**src/rtl/serrx_pkg.sv**
```systemverilog
package serrx_pkg;

  typedef struct packed {
    logic brk;
    logic ferr;
    logic perr;
  } rx_err_t;

  typedef enum logic [2:0] {
    S_IDLE,
    S_START,
    S_DATA,
    S_PAR,
    S_STOP,
    S_BRKW
  } rx_st_e;

  localparam int MIN_BITS = 5;

  function automatic int thr_decode(input logic [1:0] sel);
    case (sel)
      2'd0:    return 1;
      2'd1:    return 4;
      2'd2:    return 8;
      default: return 14;
    endcase
  endfunction

endpackage

```
**src/rtl/serrx_framer.sv**
```systemverilog
module serrx_framer
  import serrx_pkg::*;
#(
  parameter int DATA_W      = 8,
  parameter int OSR         = 16,
  parameter int SYNC_STAGES = 2
) (
  input  logic              clk,
  input  logic              rst_n,
  input  logic              tick,
  input  logic              rxd,
  input  logic [1:0]        wlen,
  input  logic              par_en,
  input  logic              par_odd,
  output logic              chr_valid,
  output logic [DATA_W-1:0] chr_data,
  output rx_err_t           chr_err
);

  localparam int CW  = $clog2(OSR);
  localparam int BW  = $clog2(DATA_W + 1);
  localparam int MID = OSR / 2 - 1;

  // input synchronizer, reset to idle level
  logic [SYNC_STAGES-1:0] sync_q;
  logic                   rx_s;

  generate
    if (SYNC_STAGES == 1) begin : g_sync1
      always_ff @(posedge clk or negedge rst_n) begin
        if (!rst_n) sync_q <= '1;
        else        sync_q <= rxd;
      end
    end else begin : g_syncn
      always_ff @(posedge clk or negedge rst_n) begin
        if (!rst_n) sync_q <= '1;
        else        sync_q <= {sync_q[SYNC_STAGES-2:0], rxd};
      end
    end
  endgenerate

  assign rx_s = sync_q[SYNC_STAGES-1];

  rx_st_e            st;
  logic [CW-1:0]     cnt;
  logic [BW-1:0]     bitn;
  logic [DATA_W-1:0] sh;
  logic              px;
  logic              any1;
  logic              perr_q;

  logic [BW-1:0]     nbits;
  logic [BW-1:0]     sh_amt;
  logic              stop_brk;
  logic [DATA_W-1:0] aligned;

  assign nbits    = BW'(MIN_BITS) + BW'(wlen);
  assign sh_amt   = BW'(DATA_W) - nbits;
  assign aligned  = sh >> sh_amt;
  assign stop_brk = !rx_s && !any1;

  always_ff @(posedge clk or negedge rst_n) begin
    if (!rst_n) begin
      st        <= S_IDLE;
      cnt       <= '0;
      bitn      <= '0;
      sh        <= '0;
      px        <= 1'b0;
      any1      <= 1'b0;
      perr_q    <= 1'b0;
      chr_valid <= 1'b0;
      chr_data  <= '0;
      chr_err   <= '0;
    end else begin
      chr_valid <= 1'b0;
      if (tick) begin
        case (st)
          S_IDLE: begin
            if (!rx_s) begin
              st  <= S_START;
              cnt <= '0;
            end
          end
          S_START: begin
            if (cnt == CW'(MID)) begin
              cnt <= '0;
              if (rx_s) begin
                st <= S_IDLE;
              end else begin
                st     <= S_DATA;
                bitn   <= '0;
                px     <= 1'b0;
                any1   <= 1'b0;
                perr_q <= 1'b0;
              end
            end else begin
              cnt <= cnt + 1'b1;
            end
          end
          S_DATA: begin
            if (cnt == CW'(OSR - 1)) begin
              cnt  <= '0;
              sh   <= {rx_s, sh[DATA_W-1:1]};
              px   <= px ^ rx_s;
              any1 <= any1 | rx_s;
              bitn <= bitn + 1'b1;
              if (bitn == nbits - 1'b1) st <= par_en ? S_PAR : S_STOP;
            end else begin
              cnt <= cnt + 1'b1;
            end
          end
          S_PAR: begin
            if (cnt == CW'(OSR - 1)) begin
              cnt    <= '0;
              perr_q <= ((px ^ rx_s) != par_odd);
              any1   <= any1 | rx_s;
              st     <= S_STOP;
            end else begin
              cnt <= cnt + 1'b1;
            end
          end
          S_STOP: begin
            if (cnt == CW'(OSR - 1)) begin
              cnt          <= '0;
              chr_valid    <= 1'b1;
              chr_data     <= stop_brk ? '0 : aligned;
              chr_err.brk  <= stop_brk;
              chr_err.ferr <= !rx_s;
              chr_err.perr <= perr_q && !stop_brk;
              st           <= stop_brk ? S_BRKW : S_IDLE;
            end else begin
              cnt <= cnt + 1'b1;
            end
          end
          S_BRKW: begin
            if (rx_s) st <= S_IDLE;
          end
          default: st <= S_IDLE;
        endcase
      end
    end
  end

  // a break entry is all zero and carries a framing error
  a_r5_break_entry: assert property (@(posedge clk) disable iff (!rst_n)
    chr_valid && chr_err.brk |-> chr_data == '0 && chr_err.ferr && !chr_err.perr);

  // after a break nothing is written until the line is seen high
  a_r5_break_hold: assert property (@(posedge clk) disable iff (!rst_n)
    st == S_BRKW && !rx_s |=> !chr_valid);

  // a write only follows a sampling tick
  a_r4_write_on_tick: assert property (@(posedge clk) disable iff (!rst_n)
    chr_valid |-> $past(tick));

endmodule

```
**src/rtl/serrx_fifo.sv**
```systemverilog
module serrx_fifo #(
  parameter int W     = 11,
  parameter int DEPTH = 16,
  parameter int LW    = $clog2(DEPTH + 1)
) (
  input  logic          clk,
  input  logic          rst_n,
  input  logic          wr_en,
  input  logic [W-1:0]  wr_data,
  output logic          rd_valid,
  input  logic          rd_ready,
  output logic [W-1:0]  rd_data,
  output logic [LW-1:0] level,
  output logic          overrun,
  input  logic          ovr_ack
);

  localparam int PW = (DEPTH > 1) ? $clog2(DEPTH) : 1;

  logic [W-1:0]  mem [DEPTH];
  logic [PW-1:0] wptr, rptr;
  logic          full, push, pop;

  assign full     = (level == LW'(DEPTH));
  assign rd_valid = (level != '0);
  assign push     = wr_en && !full;
  assign pop      = rd_valid && rd_ready;
  assign rd_data  = mem[rptr];

  function automatic logic [PW-1:0] nxt(input logic [PW-1:0] p);
    return (p == PW'(DEPTH - 1)) ? '0 : p + 1'b1;
  endfunction

  always_ff @(posedge clk) begin
    if (push) mem[wptr] <= wr_data;
  end

  always_ff @(posedge clk or negedge rst_n) begin
    if (!rst_n) begin
      wptr    <= '0;
      rptr    <= '0;
      level   <= '0;
      overrun <= 1'b0;
    end else begin
      if (push) wptr <= nxt(wptr);
      if (pop)  rptr <= nxt(rptr);
      case ({push, pop})
        2'b10:   level <= level + 1'b1;
        2'b01:   level <= level - 1'b1;
        default: level <= level;
      endcase
      if (wr_en && full) overrun <= 1'b1;
      else if (ovr_ack)  overrun <= 1'b0;
    end
  end

  // level never exceeds depth
  a_r7_level_bound: assert property (@(posedge clk) disable iff (!rst_n)
    level <= LW'(DEPTH));

  // head entry held under back-pressure
  a_r6_head_stable: assert property (@(posedge clk) disable iff (!rst_n)
    rd_valid && !rd_ready |=> rd_valid && $stable(rd_data));

  // a write into a full queue changes nothing and raises overrun
  a_r8_no_overflow: assert property (@(posedge clk) disable iff (!rst_n)
    wr_en && full && !rd_ready |=> level == LW'(DEPTH) && overrun && $stable(rd_data));

  // overrun is sticky until acknowledged
  a_r8_sticky: assert property (@(posedge clk) disable iff (!rst_n)
    overrun && !ovr_ack |=> overrun);

endmodule

```
**src/rtl/serrx_rts.sv**
```systemverilog
module serrx_rts
  import serrx_pkg::*;
#(
  parameter int LW = 5
) (
  input  logic          clk,
  input  logic          rst_n,
  input  logic [LW-1:0] lvl,
  input  logic [1:0]    thr_sel,
  input  logic          auto_en,
  output logic          rts_on
);

  logic [LW-1:0] thr;
  logic          hold_q;

  assign thr = LW'(thr_decode(thr_sel));

  // hysteresis: assert hold at threshold, release only when empty
  always_ff @(posedge clk or negedge rst_n) begin
    if (!rst_n)           hold_q <= 1'b0;
    else if (lvl == '0)   hold_q <= 1'b0;
    else if (lvl >= thr)  hold_q <= 1'b1;
  end

  assign rts_on = !(auto_en && hold_q);

  // hold only rises after the level reached the threshold
  a_r9_rise_at_thr: assert property (@(posedge clk) disable iff (!rst_n)
    $rose(hold_q) |-> $past(lvl) >= $past(thr));

  // a queue that stayed empty leaves rts on
  a_r9_empty_release: assert property (@(posedge clk) disable iff (!rst_n)
    lvl == '0 && $past(lvl) == '0 |-> rts_on);

endmodule

```
**src/rtl/serrx_top.sv**
```systemverilog
module serrx_top
  import serrx_pkg::*;
#(
  parameter int DATA_W      = 8,
  parameter int DEPTH       = 16,
  parameter int OSR         = 16,
  parameter int SYNC_STAGES = 2,
  localparam int LW         = $clog2(DEPTH + 1)
) (
  input  logic              clk,
  input  logic              rst_n,
  input  logic              tick16,
  input  logic              rxd,
  input  logic [1:0]        cfg_wlen,
  input  logic              cfg_par_en,
  input  logic              cfg_par_odd,
  input  logic              rts_auto_en,
  input  logic [1:0]        rts_thr_sel,
  output logic              rd_valid,
  input  logic              rd_ready,
  output logic [DATA_W-1:0] rd_data,
  output logic              rd_perr,
  output logic              rd_ferr,
  output logic              rd_brk,
  output logic [LW-1:0]     fifo_level,
  output logic              overrun,
  input  logic              ovr_ack,
  output logic              rts_on
);

  localparam int EW = DATA_W + 3;

  logic              chr_valid;
  logic [DATA_W-1:0] chr_data;
  rx_err_t           chr_err;
  logic [EW-1:0]     head;

  serrx_framer #(
    .DATA_W     (DATA_W),
    .OSR        (OSR),
    .SYNC_STAGES(SYNC_STAGES)
  ) u_framer (
    .clk      (clk),
    .rst_n    (rst_n),
    .tick     (tick16),
    .rxd      (rxd),
    .wlen     (cfg_wlen),
    .par_en   (cfg_par_en),
    .par_odd  (cfg_par_odd),
    .chr_valid(chr_valid),
    .chr_data (chr_data),
    .chr_err  (chr_err)
  );

  serrx_fifo #(
    .W    (EW),
    .DEPTH(DEPTH),
    .LW   (LW)
  ) u_fifo (
    .clk     (clk),
    .rst_n   (rst_n),
    .wr_en   (chr_valid),
    .wr_data ({chr_err, chr_data}),
    .rd_valid(rd_valid),
    .rd_ready(rd_ready),
    .rd_data (head),
    .level   (fifo_level),
    .overrun (overrun),
    .ovr_ack (ovr_ack)
  );

  assign rd_data = head[DATA_W-1:0];
  assign rd_perr = head[DATA_W];
  assign rd_ferr = head[DATA_W+1];
  assign rd_brk  = head[DATA_W+2];

  serrx_rts #(
    .LW(LW)
  ) u_rts (
    .clk    (clk),
    .rst_n  (rst_n),
    .lvl    (fifo_level),
    .thr_sel(rts_thr_sel),
    .auto_en(rts_auto_en),
    .rts_on (rts_on)
  );

  // without automatic control rts is always on
  a_r10_manual_on: assert property (@(posedge clk) disable iff (!rst_n)
    !rts_auto_en |-> rts_on);

endmodule

```
**config.mk**
```make
export PLATFORM = sky130hd
export DESIGN_NAME = serrx_top
export DESIGN_NICKNAME = d
export VERILOG_FILES = /design/src/rtl/serrx_pkg.sv /design/src/rtl/serrx_framer.sv /design/src/rtl/serrx_fifo.sv /design/src/rtl/serrx_rts.sv /design/src/rtl/serrx_top.sv
export SDC_FILE = /design/constraint.sdc
export NUM_CORES = 1
export LEC_CHECK = 0
export ABC_AREA = 1
export ABC_CLOCK_PERIOD_IN_PS = 5100
export CORE_MARGIN = 5
export CORE_UTILIZATION = 60
export CTS_BUF_LIST = sky130_fd_sc_hd__clkbuf_4
export CTS_CLUSTER_SIZE = 10
export DETAILED_ROUTE_END_ITERATION = 10
export PLACE_DENSITY = 0.8
export SLEW_MARGIN = 15
export SYNTH_ARGS = -nofsm -noshare
export SYNTH_HDL_FRONTEND = slang
export SYNTH_SLANG_ARGS = --single-unit
```
**constraint.sdc**
```tcl
create_clock -name clk -period 5.1 [get_ports clk]
set_input_delay 1.02 -clock clk [delete_from_list [all_inputs] [get_ports clk]]
set_output_delay 1.02 -clock clk [all_outputs]
set_load 0.02 [all_outputs]
```
==> metrics.cfg, run 1 <==
[cts]
cts_resized=0
cts_setup_buffers=0
cts_tree=yes
clock_latency_ps=660
cts_root_buf=clkbuf_4
h-tree-depth=2
clockBufferDepth=3
cts_buffers=55
cts.sinks=227
path_clk_slew_ps=70
holdBufCountCts=0

[floorplan]
die_h_microns=138.0
core_area_sq_mm=0.01600
fp.dieArea_sq_mm=0.01904
rows=46
dieWidth_microns=138.0
initial_core_util_pct=61.42
num_io_pins=32

[worst_setup_path]
cp.required_ps=4080
worst-path-buf-inv=3
start_kind=flop
arrival_ps=3320
cp_common_cell=nand3_1
crit_chain=inv_2, buf_4, o21ai_0, o211ai_1, nand3_1, nand3_1, clkdlybuf4s50_1
cpLargestDelayFamily=buffers and inverters
slowest_delay_ps=620
endpoint_kind=output port
cp_slowest_cell=clkdlybuf4s50_1
worstSetupPathType=flop to output port
path_max_fanout=50

[routing]
ant_nets=0
routed_wl_microns=21760
drcViolationCount=0
vias_per_cell=5.768
drtIter0Drc=814
wl_per_cell_microns=18.00
dr_total_vias=6974
firstDrtPassIters=5

[global_routing]
use_met2_pct=38.31
grt_max_degree=91
grt_pass1_wl_microns=34270
grt_overflow=0
grt_pass1_vias=6727
top_usage_layer=met2
antenna_found_initial=1
track_usage_pct=23.64
use_met1_pct=31.98
grt.met3_usage_pct=5.660

[timing]
period_share_pct=85.04
fin_ws_ps=762.7
fin_crit_ps=4337
fmax_mhz=230.6
setup_viol_count_final=0
skew_ps=32.43
rsz0062_at_grt=false
holdWs_ps=359.1
fin_setup_tns_ps=0
report.final.slew_viol_count=0
max-slew-margin-rel_pct=17.38
tightest_slew_ps=1235
hold_viol=0

[power]
pwr_density_cell_mw_per_mm2=477.0
p_total_mw=5.256
max-vdd-ir-drop_mv=0.3325
p_leak_nw=3.743

[logic_synthesis]
yosysUniqueCellTypes=34
syn_area_per_cell_sq_um=11.04
synth-xor-area-share_pct=1.426
synth_seq_cells=227
yosysWarnings=0
synthesis.area_sq_mm=0.009827
yosysSeqAreaShare_pct=66.79
synth_compound_area_share_pct=11.01
synth_mux_area_share_pct=0.3056
synth_top_family_by_area=simple AND/OR/NAND/NOR gates
synth-adder-area-share_pct=2.037
synthesis.instances=890
synthSimpleGateAreaFrac_pct=14.46
synth_nets=919

[place]
port_buffers=31
dpl.hpwl_microns=13290
pre_cts_ws_ps=1455
gp_congestion=0.8465

[final_layout]
area_growth_pct=12.13
layout.nets=975
drive_above_1_share_pct=12.30
final_common_cell=edfxtp_1
final_core_util_pct=68.87
layout_common_cells=edfxtp_1 (176), nor2_1 (144), nand2_1 (126), o21ai_0 (125), clkbuf_4 (85)

[outcome]
status=complete, no violations

[job]
max-cap-violations=0

[min_path]
hp-class=flop to flop

==> cell type report <==
class                      count  area [sq um]
sequential                   227          6566
antenna                        1         2.502
clock inverter                18         97.59
multi-input combinational    568          2884
inverter                      58         217.7
clock buffer                  85         638.1
tap                          216         270.3
fill                        1173          4981
timing repair buffer          36         342.8
==> cells by family (layout without fill, tap and decap cells) <==
kind of cell	after synthesis	count (layout)
AO/OA/AOI/OAI	191	191
XOR/XNOR	16	16
adder cells (fa/ha/maj)	16	16
buffers and inverters	95	197
flip-flops	227	227
multiplexers	3	3
other	0	1
AND/OR/NAND/NOR	342	342
==> per-stage QoR <==
stage	area, sq um	cells
4_1_cts	11010	1208
3_3_place_gp	10270	1105
6_report	11020	1209
3_5_place_dp	10270	1105
5_1_grt	11020	1209
2_1_floorplan	9827	890
==> synth_stat cells <==
cell type / instances / share of area [%]
o22ai_1: 25 / 1.6
dfstp_2: 2 / 0.53
nor3_4: 1 / 0.17
a21oi_4: 1 / 0.17
clkbuf_1: 24 / 0.92
xnor2_1: 5 / 0.45
nand2_1: 126 / 4.8
buf_2: 8 / 0.41
a21boi_0: 1 / 0.076
o211ai_1: 24 / 1.8
xor2_1: 11 / 0.98
nor3_1: 2 / 0.10
o21bai_4: 1 / 0.19
nor2_4: 4 / 0.46
buf_4: 2 / 0.15
o21ai_0: 125 / 6.4
o31ai_1: 2 / 0.15
nand3_1: 52 / 2.6
nand3_2: 1 / 0.10
dfrtp_1: 49 / 12
ha_1: 16 / 2.0
nand4_1: 2 / 0.13
o21a_1: 1 / 0.076
edfxtp_1: 176 / 54
buf_6: 2 / 0.23
a21oi_1: 6 / 0.31
inv_1: 53 / 2.0
nand3b_1: 1 / 0.076
inv_2: 5 / 0.19
mux2i_1: 3 / 0.31
nand2_2: 5 / 0.32
o21ai_1: 5 / 0.25
buf_1: 1 / 0.038
nor2_1: 148 / 5.7
==> state kept, by name, indices dropped and copies added, names as in the netlist <==
register	flops
u_fifo.mem	176
u_framer.chr_data	8
u_framer.sh	8
u_fifo.level	5
u_fifo.rptr	4
u_fifo.wptr	4
u_framer.bitn	4
u_framer.cnt	4
u_framer.chr_err	3
u_framer.st	3
u_framer.sync_q	2
u_fifo.overrun	1
u_framer.any1	1
u_framer.chr_valid	1
u_framer.perr_q	1
u_framer.px	1
u_rts.hold_q	1
==> path summary, 6_finish.rpt <==
kind | from | to | slack, ps | cells after the start
setup / recovery | u_fifo.rptr[0] | rd_data[5] | 760 | 7
hold / removal | u_framer.sync_q[0] | u_framer.sync_q[1] | 360 | 0
setup reg to reg | u_fifo.level[2] | u_fifo.mem[8][5] | 2450 | 6
hold reg to reg | u_framer.sync_q[0] | u_framer.sync_q[1] | 360 | 0
max in group asynchronous | rst_n | u_fifo.rptr[1] | 4140 | 2
min in group asynchronous | rst_n | u_fifo.rptr[0] | 490 | 2
==> layer usage <==
metal / vias up / share of wire [%] / wire length (microns)
met1: 3304 / 41 / 8857
met3: 40 / 8.3 / 1816
met5: - / 0 / 0
li1: 3266 / - / -
met2: 364 / 49 / 10620
met4: 0 / 2.1 / 463
==> power by group <==
group	total [mW]	internal [mW]	switching, mW
logic	1.60	0.536	1.06
registers	2.13	2.03	0.102
clock network	1.52	0.812	0.711
total	5.26	3.38	1.88
Note: power is estimated with default switching activity, not from simulation.
==> inputs of run 2 (changes only) <==
--- a/config.mk
+++ b/config.mk
@@ -13,6 +13,7 @@
 export CTS_CLUSTER_SIZE = 10
 export DETAILED_ROUTE_END_ITERATION = 10
 export PLACE_DENSITY = 0.8
+export REMOVE_ABC_BUFFERS = 1
 export SLEW_MARGIN = 15
 export SYNTH_ARGS = -nofsm -noshare
 export SYNTH_HDL_FRONTEND = slang
==> run 2 against run 1 <==
Net effect:
- critical path depth unchanged
- global-route usage up 0.57 points
- combinational power about the same
- setup slack better by 110 ps
- hold slack worse by 4.0 ps
- wire length up 1.8%
- count of clock-buffer cells in the layout up 4
- core utilization up 0.37 points
- fmax up 2.6%
- clock power about the same
- via count up 0.75%
==> metrics.cfg, run 2 (synthesis gave the netlist of run 1 again) <==
[cts]
cts_resized=0
holdBufCountCts=0
clockBufferDepth=3
clock_latency_ps=690
cts_buffers=56
path_clk_slew_ps=80
h-tree-depth=2
cts.sinks=227
cts_setup_buffers=0
cts_tree=yes
cts_root_buf=clkbuf_4

[global_routing]
grt.met3_usage_pct=4.390
use_met2_pct=39.24
grt_pass1_wl_microns=35020
use_met1_pct=32.38
antenna_found_initial=1
track_usage_pct=24.20
grt_max_degree=91
top_usage_layer=met2
grt_overflow=0
grt_pass1_vias=6805

[final_layout]
final_core_util_pct=69.24
largest_register=u_fifo.mem
num-fill-cells=1154
layout.nets=980
multi_input_area_sq_mm=0.002889
final_common_cell=edfxtp_1
drive_above_1_share_pct=12.93
seqCellArea_sq_mm=0.006566
largest_reg_flops=176
area_growth_pct=12.73
layout_common_cells=edfxtp_1 (176), nor2_1 (142), nand2_1 (126), o21ai_0 (125), clkbuf_4 (89)
reg_top3=u_fifo.mem x176, u_framer.chr_data x8, u_framer.sh x8

[worst_setup_path]
slowest_delay_ps=630
worstReg2RegStart=u_fifo.level[2]
worstSetupPathType=flop to output port
path_max_fanout=35
worstReg2RegEnd=u_fifo.mem[6][7]
crit_chain=inv_2, buf_4, o21ai_0, o22ai_1, nand2_1, nand3_1, clkdlybuf4s50_1
cp_slowest_cell=clkdlybuf4s50_1
endpoint_kind=output port
rrSetupSlack_ps=2480
arrival_ps=3210
start_kind=flop
cpLargestDelayFamily=buffers and inverters
cp.depth=7
r2r_cells=6
cp.required_ps=4080
worst-path-buf-inv=3
critical_path.startpoint=u_fifo.rptr[0]

[routing]
ant_nets=0
dr_total_vias=7026
firstDrtPassIters=5
routed_wl_microns=22150
drcViolationCount=0
vias_per_cell=5.783
drtIter0Drc=792
wl_per_cell_microns=18.23

[power]
max-vdd-ir-drop_mv=0.3561
p_total_mw=5.282
pwr_density_cell_mw_per_mm2=476.8
p_leak_nw=3.770

[timing]
period_share_pct=82.92
fin_crit_ps=4229
tightest_slew_ps=1121
fin_setup_tns_ps=0
holdWs_ps=355.1
hold_viol=0
setup_viol_count_final=0
max-slew-margin-rel_pct=25.02
skew_ps=65.16
fmax_mhz=236.5
report.final.slew_viol_count=0
rsz0062_at_grt=false

[place]
gp_congestion=0.8539
port_buffers=31
dpl.hpwl_microns=13420

[floorplan]
core_area_sq_mm=0.01600
rows=46
die_h_microns=138.0
num_io_pins=32
fp.dieArea_sq_mm=0.01904
dieWidth_microns=138.0
initial_core_util_pct=61.42

[min_path]
min_path_cells=0
hold_start=u_framer.sync_q[0]
holdPathEnd=u_framer.sync_q[1]
hp-class=flop to flop

[outcome]
status=complete, no violations

[job]
max-cap-violations=0

-- run 2: cell types whose count changed in the layout (fill, tap and decap cells not counted), sizes merged --
cell	previous run	this run
clkbuf	85	89
clkinv	16	15
inv	59	58
buf	6	10
-- run 2: worst max path at each step --
stage                      end  slack (ps)
CTS                 rd_data[0]         910
finish              rd_data[0]         870
detailed placement  rd_data[0]        1640
global route        rd_data[6]         740
global placement        rd_brk        1710
floorplan              rd_perr        1080
-- run 2: power by group --
part / total [mW] / internal, mW / switching [mW]
registers: 2.14 / 2.03 / 0.103
clock network: 1.54 / 0.841 / 0.701
logic: 1.60 / 0.541 / 1.06
total: 5.28 / 3.42 / 1.87
-- run 2: worst register-to-register path, cell delays in order (launching register included) --
cell and delay [ps]:
dfrtp_1 480, inv_1 110, nand4_1 160, nand2_1 170
inv_1 220, nand2_1 180, nor2_1 870
-- run 2: through the flow --
step	area, sq um	setup WS (ps)	cells
after floorplan	9656	1084	853
after global placement	10300	1705	1109
after detailed placement	10300	1643	1109
after CTS	11060	910.8	1214
after global routing	11080	736.8	1215
final	11080	871.1	1215
-- run 2: final cells by class --
cell class	instances	area share, %
inverters	58	1.965
flip-flops and latches	227	59.27
multi-input cells	568	26.08
clock buffers	89	6.031
well taps	216	2.440
diodes	1	0.02259
repair buffers	40	3.366
clock inverters	16	0.8245
-- run 2: layer usage --
metal | wire length (microns) | vias to the layer above | share of wire, %
met5 | 0 | - | 0
met4 | 626 | 0 | 2.8
met3 | 1927 | 57 | 8.7
met2 | 10750 | 334 | 49
met1 | 8845 | 3364 | 40
li1 | - | 3271 | -
